File: config.mk
export PLATFORM = sky130hd
export DESIGN_NAME = csc_rgb_yc422
export DESIGN_NICKNAME = d
export VERILOG_FILES = /design/src/rtl/csc_pkg.sv /design/src/rtl/csc_mac.sv /design/src/rtl/csc_decim.sv /design/src/rtl/csc_rgb_yc422.sv
export SDC_FILE = /design/constraint.sdc
export NUM_CORES = 1
export LEC_CHECK = 0
export ABC_AREA = 0
export CAP_MARGIN = 30
export CORE_UTILIZATION = 60
export CTS_CLUSTER_SIZE = 24
export DETAILED_ROUTE_END_ITERATION = 6
export GPL_ROUTABILITY_DRIVEN = 0
export PLACE_DENSITY = 0.77
export SETUP_SLACK_MARGIN = 0.05
export SLEW_MARGIN = 20
export SYNTH_ARGS = -nofsm -noshare
export SYNTH_HDL_FRONTEND = slang
export SYNTH_SLANG_ARGS = --single-unit
File: constraint.sdc
create_clock -name clk -period 17.6 [get_ports clk]
set_input_delay 3.52 -clock clk [delete_from_list [all_inputs] [get_ports clk]]
set_output_delay 3.52 -clock clk [all_outputs]
set_load 0.005 [all_outputs]
File: src/rtl/csc_pkg.sv
package csc_pkg;
  localparam int COEF_FRAC = 14;
  localparam int COEF_W    = 16;
  localparam int NUM_CH    = 3;

  function automatic int coef_of(int row, int col);
    int k;
    case (row * 3 + col)
      0: k = 4899;
      1: k = 9617;
      2: k = 1868;
      3: k = -2769;
      4: k = -5423;
      5: k = 8192;
      6: k = 8192;
      7: k = -6865;
      default: k = -1327;
    endcase
    return k;
  endfunction

  function automatic int offset_of(int row);
    return (row == 0) ? 16 : 128;
  endfunction

  function automatic int prod_width(int pix_w);
    return pix_w + 1 + COEF_W;
  endfunction

  function automatic int sum_width(int pix_w);
    return prod_width(pix_w) + 2;
  endfunction

  function automatic int res_width(int pix_w);
    return sum_width(pix_w) - COEF_FRAC + 1;
  endfunction
endpackage

File: src/rtl/csc_mac.sv
module csc_mac
  import csc_pkg::*;
#(
  parameter int PIX_W = 8,
  parameter int C0    = 0,
  parameter int C1    = 0,
  parameter int C2    = 0,
  parameter int OFFS  = 0,
  localparam int PROD_W = prod_width(PIX_W),
  localparam int SUM_W  = sum_width(PIX_W),
  localparam int RES_W  = res_width(PIX_W)
) (
  input  logic                    clk,
  input  logic                    rst_n,
  input  logic                    ld_prod,
  input  logic                    ld_sum,
  input  logic [PIX_W-1:0]        pix_a,
  input  logic [PIX_W-1:0]        pix_b,
  input  logic [PIX_W-1:0]        pix_c,
  output logic signed [RES_W-1:0] res
);
  localparam logic signed [COEF_W-1:0] K0 = COEF_W'(C0);
  localparam logic signed [COEF_W-1:0] K1 = COEF_W'(C1);
  localparam logic signed [COEF_W-1:0] K2 = COEF_W'(C2);
  localparam logic signed [SUM_W-1:0]  HALF = SUM_W'(1) <<< (COEF_FRAC - 1);
  localparam logic signed [RES_W-1:0]  OFFV = RES_W'(OFFS);

  logic signed [PROD_W-1:0] prod_d [3];
  logic signed [PROD_W-1:0] prod_q [3];
  logic signed [SUM_W-1:0]  acc_w;
  logic signed [SUM_W-1:0]  scaled_w;
  logic signed [RES_W-1:0]  res_d;
  logic signed [RES_W-1:0]  res_q;

  always_comb begin
    prod_d = prod_q;
    if (ld_prod) begin
      prod_d[0] = PROD_W'($signed({1'b0, pix_a})) * PROD_W'(K0);
      prod_d[1] = PROD_W'($signed({1'b0, pix_b})) * PROD_W'(K1);
      prod_d[2] = PROD_W'($signed({1'b0, pix_c})) * PROD_W'(K2);
    end
  end

  always_comb begin
    acc_w    = SUM_W'(prod_q[0]) + SUM_W'(prod_q[1]) + SUM_W'(prod_q[2]) + HALF;
    scaled_w = acc_w >>> COEF_FRAC;
    res_d    = ld_sum ? (RES_W'(scaled_w) + OFFV) : res_q;
  end

  always_ff @(posedge clk or negedge rst_n) begin
    if (!rst_n) begin
      for (int i = 0; i < 3; i++) prod_q[i] <= '0;
      res_q <= '0;
    end else begin
      prod_q <= prod_d;
      res_q  <= res_d;
    end
  end

  assign res = res_q;
endmodule

File: src/rtl/csc_decim.sv
module csc_decim #(
  parameter int PIX_W = 8,
  parameter int RES_W = 13
) (
  input  logic                    clk,
  input  logic                    rst_n,
  input  logic                    s3_vld,
  input  logic                    s3_sol,
  input  logic                    s3_odd,
  input  logic signed [RES_W-1:0] y_raw,
  input  logic signed [RES_W-1:0] cb_raw,
  input  logic signed [RES_W-1:0] cr_raw,
  output logic                    out_vld,
  output logic                    out_sol,
  output logic [2*PIX_W-1:0]      out_data,
  output logic                    out_cr_flag
);
  localparam logic signed [RES_W-1:0] MAXV = RES_W'((1 << PIX_W) - 1);

  function automatic logic [PIX_W-1:0] sat(input logic signed [RES_W-1:0] v);
    if (v < 0)         return '0;
    else if (v > MAXV) return '1;
    else               return v[PIX_W-1:0];
  endfunction

  logic [PIX_W-1:0]   y_c, cb_c, cr_c, chroma_w;
  logic [PIX_W-1:0]   hold_d, hold_q;
  logic [2*PIX_W-1:0] data_d, data_q;
  logic               flag_d, flag_q, vld_d, vld_q, sol_d, sol_q;

  always_comb begin
    y_c      = sat(y_raw);
    cb_c     = sat(cb_raw);
    cr_c     = sat(cr_raw);
    chroma_w = s3_odd ? hold_q : cb_c;
    hold_d   = (s3_vld && !s3_odd) ? cr_c : hold_q;
    data_d   = s3_vld ? {chroma_w, y_c} : data_q;
    flag_d   = s3_vld ? s3_odd : flag_q;
    vld_d    = s3_vld;
    sol_d    = s3_vld & s3_sol;
  end

  always_ff @(posedge clk or negedge rst_n) begin
    if (!rst_n) begin
      hold_q <= '0;
      data_q <= '0;
      flag_q <= 1'b0;
      vld_q  <= 1'b0;
      sol_q  <= 1'b0;
    end else begin
      hold_q <= hold_d;
      data_q <= data_d;
      flag_q <= flag_d;
      vld_q  <= vld_d;
      sol_q  <= sol_d;
    end
  end

  assign out_vld     = vld_q;
  assign out_sol     = sol_q;
  assign out_data    = data_q;
  assign out_cr_flag = flag_q;

  logic seen_q, last_cr_q;
  always_ff @(posedge clk or negedge rst_n) begin
    if (!rst_n) begin
      seen_q    <= 1'b0;
      last_cr_q <= 1'b0;
    end else if (vld_q) begin
      seen_q    <= 1'b1;
      last_cr_q <= flag_q;
    end
  end

  AST_Y_CLAMP_HI: assert property (@(posedge clk) disable iff (!rst_n)
    (s3_vld && (y_raw > MAXV)) |=> (out_data[PIX_W-1:0] == '1));
  AST_CB_CLAMP_LO: assert property (@(posedge clk) disable iff (!rst_n)
    (s3_vld && !s3_odd && (cb_raw < 0)) |=> (out_data[2*PIX_W-1:PIX_W] == '0));
  AST_SOL_IS_CB: assert property (@(posedge clk) disable iff (!rst_n)
    (out_vld && out_sol) |-> !out_cr_flag);
  AST_CHROMA_ALT: assert property (@(posedge clk) disable iff (!rst_n)
    (out_vld && !out_sol && seen_q) |-> (out_cr_flag != last_cr_q));
endmodule

File: src/rtl/csc_rgb_yc422.sv
module csc_rgb_yc422
  import csc_pkg::*;
#(
  parameter int PIX_W = 8,
  localparam int RES_W = res_width(PIX_W)
) (
  input  logic               clk,
  input  logic               rst_n,
  input  logic               in_vld,
  input  logic               in_sol,
  input  logic [PIX_W-1:0]   in_r,
  input  logic [PIX_W-1:0]   in_g,
  input  logic [PIX_W-1:0]   in_b,
  output logic               out_vld,
  output logic               out_sol,
  output logic [2*PIX_W-1:0] out_data,
  output logic               out_cr_flag
);
  logic rst_meta_q, rst_int_n;
  always_ff @(posedge clk or negedge rst_n) begin
    if (!rst_n) begin
      rst_meta_q <= 1'b0;
      rst_int_n  <= 1'b0;
    end else begin
      rst_meta_q <= 1'b1;
      rst_int_n  <= rst_meta_q;
    end
  end

  logic             nxt_odd_d, nxt_odd_q;
  logic             s1_vld_d, s1_sol_d, s1_odd_d;
  logic             s1_vld_q, s1_sol_q, s1_odd_q;
  logic [PIX_W-1:0] s1_r_d, s1_g_d, s1_b_d, s1_r_q, s1_g_q, s1_b_q;
  logic             s2_vld_q, s2_sol_q, s2_odd_q;
  logic             s3_vld_q, s3_sol_q, s3_odd_q;

  always_comb begin
    s1_vld_d  = in_vld;
    s1_sol_d  = in_vld & in_sol;
    s1_odd_d  = in_sol ? 1'b0 : nxt_odd_q;
    nxt_odd_d = in_vld ? ~s1_odd_d : nxt_odd_q;
    s1_r_d    = in_vld ? in_r : s1_r_q;
    s1_g_d    = in_vld ? in_g : s1_g_q;
    s1_b_d    = in_vld ? in_b : s1_b_q;
  end

  always_ff @(posedge clk or negedge rst_int_n) begin
    if (!rst_int_n) begin
      nxt_odd_q <= 1'b0;
      s1_vld_q <= 1'b0; s1_sol_q <= 1'b0; s1_odd_q <= 1'b0;
      s1_r_q <= '0; s1_g_q <= '0; s1_b_q <= '0;
      s2_vld_q <= 1'b0; s2_sol_q <= 1'b0; s2_odd_q <= 1'b0;
      s3_vld_q <= 1'b0; s3_sol_q <= 1'b0; s3_odd_q <= 1'b0;
    end else begin
      nxt_odd_q <= nxt_odd_d;
      s1_vld_q <= s1_vld_d;
      s1_sol_q <= s1_sol_d;
      if (in_vld) s1_odd_q <= s1_odd_d;
      s1_r_q <= s1_r_d; s1_g_q <= s1_g_d; s1_b_q <= s1_b_d;
      s2_vld_q <= s1_vld_q; s2_sol_q <= s1_sol_q;
      if (s1_vld_q) s2_odd_q <= s1_odd_q;
      s3_vld_q <= s2_vld_q; s3_sol_q <= s2_sol_q;
      if (s2_vld_q) s3_odd_q <= s2_odd_q;
    end
  end

  logic signed [RES_W-1:0] chan_res [NUM_CH];

  for (genvar ch = 0; ch < NUM_CH; ch++) begin : g_chan
    csc_mac #(
      .PIX_W(PIX_W),
      .C0(coef_of(ch, 0)),
      .C1(coef_of(ch, 1)),
      .C2(coef_of(ch, 2)),
      .OFFS(offset_of(ch))
    ) u_mac (
      .clk(clk),
      .rst_n(rst_int_n),
      .ld_prod(s1_vld_q),
      .ld_sum(s2_vld_q),
      .pix_a(s1_r_q),
      .pix_b(s1_g_q),
      .pix_c(s1_b_q),
      .res(chan_res[ch])
    );
  end

  csc_decim #(.PIX_W(PIX_W), .RES_W(RES_W)) u_decim (
    .clk(clk),
    .rst_n(rst_int_n),
    .s3_vld(s3_vld_q),
    .s3_sol(s3_sol_q),
    .s3_odd(s3_odd_q),
    .y_raw(chan_res[0]),
    .cb_raw(chan_res[1]),
    .cr_raw(chan_res[2]),
    .out_vld(out_vld),
    .out_sol(out_sol),
    .out_data(out_data),
    .out_cr_flag(out_cr_flag)
  );

  logic [2:0] since_rst_q;
  always_ff @(posedge clk or negedge rst_int_n) begin
    if (!rst_int_n)            since_rst_q <= '0;
    else if (since_rst_q != 4) since_rst_q <= since_rst_q + 3'd1;
  end

  AST_VLD_LATENCY: assert property (@(posedge clk) disable iff (!rst_int_n)
    (since_rst_q == 4) |-> (out_vld == $past(in_vld, 4)));
  AST_SOL_LATENCY: assert property (@(posedge clk) disable iff (!rst_int_n)
    (since_rst_q == 4) |-> (out_sol == $past(in_vld && in_sol, 4)));
  AST_RESET_QUIET: assert property (@(posedge clk)
    !rst_n |-> (!out_vld && !out_sol));
endmodule

==> summary.md <==
| Metric | Value |
|---|---|
| DRC viols | 10 |
| Async SR Flop Fraction | 100% |
| RSZ-0062 raised after global routing | false |
| CTS Buffer Depth | 3 |
| Full die area | 42700 um2 |
| Layout cells sized above 1 | 8.46% |
| Post-synthesis cell area | 25100 um2 |
| Clock skew | 0.0203 ns |
| Status | finished with violations |
| Period utilisation layout | 33.4% |
| HP Class | flip-flop to async pin |
| Initial antenna violation count | 1 |
| Port Buf Inserts | 46 |
| Critical-path cell list | ha_1 -> a31o_2 -> a21oi_1 -> o21ai_1 -> a2111oi_2 -> o21ai_0 -> a211oi_1 -> nor2_1 -> ha_1 -> ha_1 -> fa_1 -> a21oi_1 -> nor2_1 -> nor2_1 -> o21bai_1 -> a21oi_1 -> o21bai_1 -> a21oi_1 -> xor2_1 -> ha_1 -> or4_1 -> mux2_2 -> nand3_1 |
| Max Freq | 170 MHz |
| Max-cap violations | 0 |
| Top delay family on crit path | compound AO/OA/AOI/OAI gates |
| H-tree Lvls | 1 |
| Clk Latency, worst-skew pair | 0.58 ns |
| Starting DRT DRC Count | 1170 |
| R2R setup slack | 11.72 ns |
| Req. time, crit path | 18.12 ns |
| Avg Cell Area, Syn | 10.1 um2 |
| Vias | 18.1k |
| Largest net degree at the start of global routing | 77 |
| Relative slew slack | 42.4% |
| Final slew viol count | 0 |
| Failing checks | DRC |
| CTS tree | yes |
| First-pass GRT wire length | 96.6 mm |
| Crit-path max cell delay | 0.54 ns |
| Number of synthesized flops with an enable pin | 0 |
| Critical path class | flip-flop to flip-flop |
| Grt ovf | 0 |
| Post-Route WL | 59.2 mm |
| Post-CTS Resized | 0 |
| Worst R2R Path Depth | 23 |
| Seq/Total Area, Yosys | 25.1% |
| Die span in y | 207 um |
| RR Endpoint | g_chan[1].u_mac.res[9] |
| TritonCTS Sinks | 252 |
| Die X-Extent | 207 um |
| Commonest non-fill, non-tap cell in the layout | ha_1 |
| Critical Path Start Type | flip-flop |
| Io pins | 47 |
| Main synth FF type | dfrtp_1 |
| Mean routed wirelength per cell | 19.3 um |
| Worst slew pin tran | 0.858 ns |
| Routed Antenna Nets | 0 |
| Worst Setup End Kind | flip-flop |
| Overall routing resource usage | 29.0% |
| Root cell of the clock tree | clkbuf_16 |
| Most frequent cells in the layout | 420 x ha_1, 392 x inv_1, 250 x dfrtp_1 |
| CTS buffer count | 29 |
| Vias per cell | 5.90 |
| Register area | 6310 um2 |
| CTS clk-pin slew, worst paths | 0.07 ns |
| Critical Path AT | 6.40 ns |
| Synth warn | 0 |
| FF-to-FF Start | g_chan[0].u_mac.prod_q[26] |
| Buf/Inv on CP | 0 |
| Final hold violations | 0 |
| Setup TNS | 0 ns |
| Post-CTS Setup Inserts | 0 |
| Setup violators final | 0 |
| Synthesis-to-finish area growth | 8.51% |
| Synth cell types | 86 |
| CORE AREA | 41100 um2 |
| Fill count | 3138 |
| Initial Util | 61.1% |
| 1st-pass router iterations | 7 |
| Syn_nets | 3134 |
| Num rows | 74 |
| Mapped Cells | 2483 |
| Seq cells post-synth | 252 |
| CP max FO | 8 |
| Final Net Count | 3170 |
| Vias in the first global route | 18.8k |
| Min Tclk post-route | 5.88 ns |
| Post-CTS Hold Fix Bufs | 0 |
| Multi-input gate area | 17100 um2 |
| DP Wirelength | 47.5 mm |
| Slowest CP cell | or4_1 |
[worst max-delay path by stage]
stage | cells after the start | slack, ns | endpoint | start
after floorplan | 0 | 10.06 | g_chan[0].u_mac.prod_q[10] | rst_int_n
after global placement | 23 | 12.05 | g_chan[1].u_mac.res[9] | g_chan[0].u_mac.prod_q[26]
after detailed placement | 23 | 11.79 | g_chan[1].u_mac.res[9] | g_chan[0].u_mac.prod_q[26]
after CTS | 23 | 11.78 | g_chan[1].u_mac.res[9] | g_chan[0].u_mac.prod_q[26]
after global routing | 23 | 11.46 | g_chan[1].u_mac.res[9] | g_chan[0].u_mac.prod_q[26]
final | 23 | 11.72 | g_chan[1].u_mac.res[9] | g_chan[0].u_mac.prod_q[26]
[worst reg2reg max path: stages (launching register included)]
cell and delay, ns:
dfrtp_1 0.39, ha_1 0.32, a31o_2 0.25, a21oi_1 0.13, o21ai_1 0.11, a2111oi_2 0.46, o21ai_0 0.23, a211oi_1 0.29
nor2_1 0.07, ha_1 0.28, ha_1 0.22, fa_1 0.41, a21oi_1 0.18, nor2_1 0.06, nor2_1 0.16, o21bai_1 0.08
a21oi_1 0.24, o21bai_1 0.10, a21oi_1 0.49, xor2_1 0.18, ha_1 0.29, or4_1 0.54, mux2_2 0.28, nand3_1 0.08
[metrics by stage]
step,cell area [um2],std cells,hold WS [ns],utilization [%],setup slack [ns]
floorplan,25100,2483,0.331,-,10.06
global placement,26100,3018,0.274,63.5,12.05
detailed placement,26100,3018,0.273,63.5,11.79
CTS,27200,3071,0.280,66.2,11.78
global route,27300,3073,0.297,66.3,11.46
finish,27300,3074,0.257,66.3,11.72
[registers in the layout, summed over array words and instances (netlist names), 8 cells and up]
signal               count
s1_r_q                   8
g_chan.u_mac.prod_q    150
u_decim.out_data        16
s1_b_q                   8
u_decim.hold_q           8
s1_g_q                   8
g_chan.u_mac.res        39
[synth_stat cells, types with 5 or more instances]
cell type	n	area [um2]
a21o_1	42	315
a211oi_1	16	120
mux2_2	108	1220
a21oi_1	121	606
a21boi_0	9	67.6
and3_1	13	81.3
or3_1	14	87.6
nor3_1	46	230
o21bai_1	28	210
nor4_1	8	50.1
fa_1	203	4060
nand2b_1	8	50.1
o22a_1	8	70.1
nand3_1	33	165
a211o_1	6	52.6
o31ai_1	25	188
xor2_1	34	298
nor3b_1	5	37.5
o211ai_1	11	82.6
o2111ai_1	10	87.6
nand2_1	121	454
or2_2	10	62.6
ha_1	420	5260
a31o_2	8	70.1
buf_1	7	26.3
clkbuf_1	45	169
nor2b_1	24	150
and2_1	11	68.8
o21ai_0	92	460
nand4b_1	6	52.6
nand3b_1	8	60.1
xnor2_1	98	858
a31oi_1	14	87.6
o31a_1	5	43.8
inv_1	393	1480
nor2_1	117	439
nand4_1	10	62.6
or4_1	5	37.5
dfrtp_1	252	6310
o21a_1	17	128
[per-layer routing]
| layer | GRT usage (%) | wire, um | up-vias |
|---|---|---|---|
| li1 | - | - | 8580 |
| met1 | 38.2 | 25200 | 8923 |
| met2 | 47.7 | 27700 | 481 |
| met3 | 4.18 | 3450 | 151 |
| met4 | 12.4 | 2850 | 0 |
| met5 | 0 | 0 | - |
[layout make-up]
| type | instances | share of cell area [%] |
|---|---|---|
| Multi-Input combinational cell | 1786 | 62.9 |
| Sequential cell | 252 | 23.2 |
| Inverter | 393 | 5.41 |
| Clock buffer | 35 | 2.85 |
| Tap cell | 532 | 2.44 |
| Timing Repair Buffer | 57 | 2.11 |
| Clock inverter | 18 | 1.12 |
| Antenna cell | 1 | 0.00918 |
[cells by family after synthesis]
family / after synthesis / synth area share [%]
adders and majority gates: 624 / 37.1
DFF: 252 / 25.1
and+or+nand+nor: 452 / 8.94
xor gates and xnor gates: 134 / 4.73
buffers and inverters: 445 / 6.65
AOI/OAI and AO/OA: 463 / 12.4
muxes: 112 / 5.00
other: 1 / 0.0149
Power is left out: the tool's default activity adds up to more than one toggle a clock period on the data nets, which glitch-free logic cannot reach.
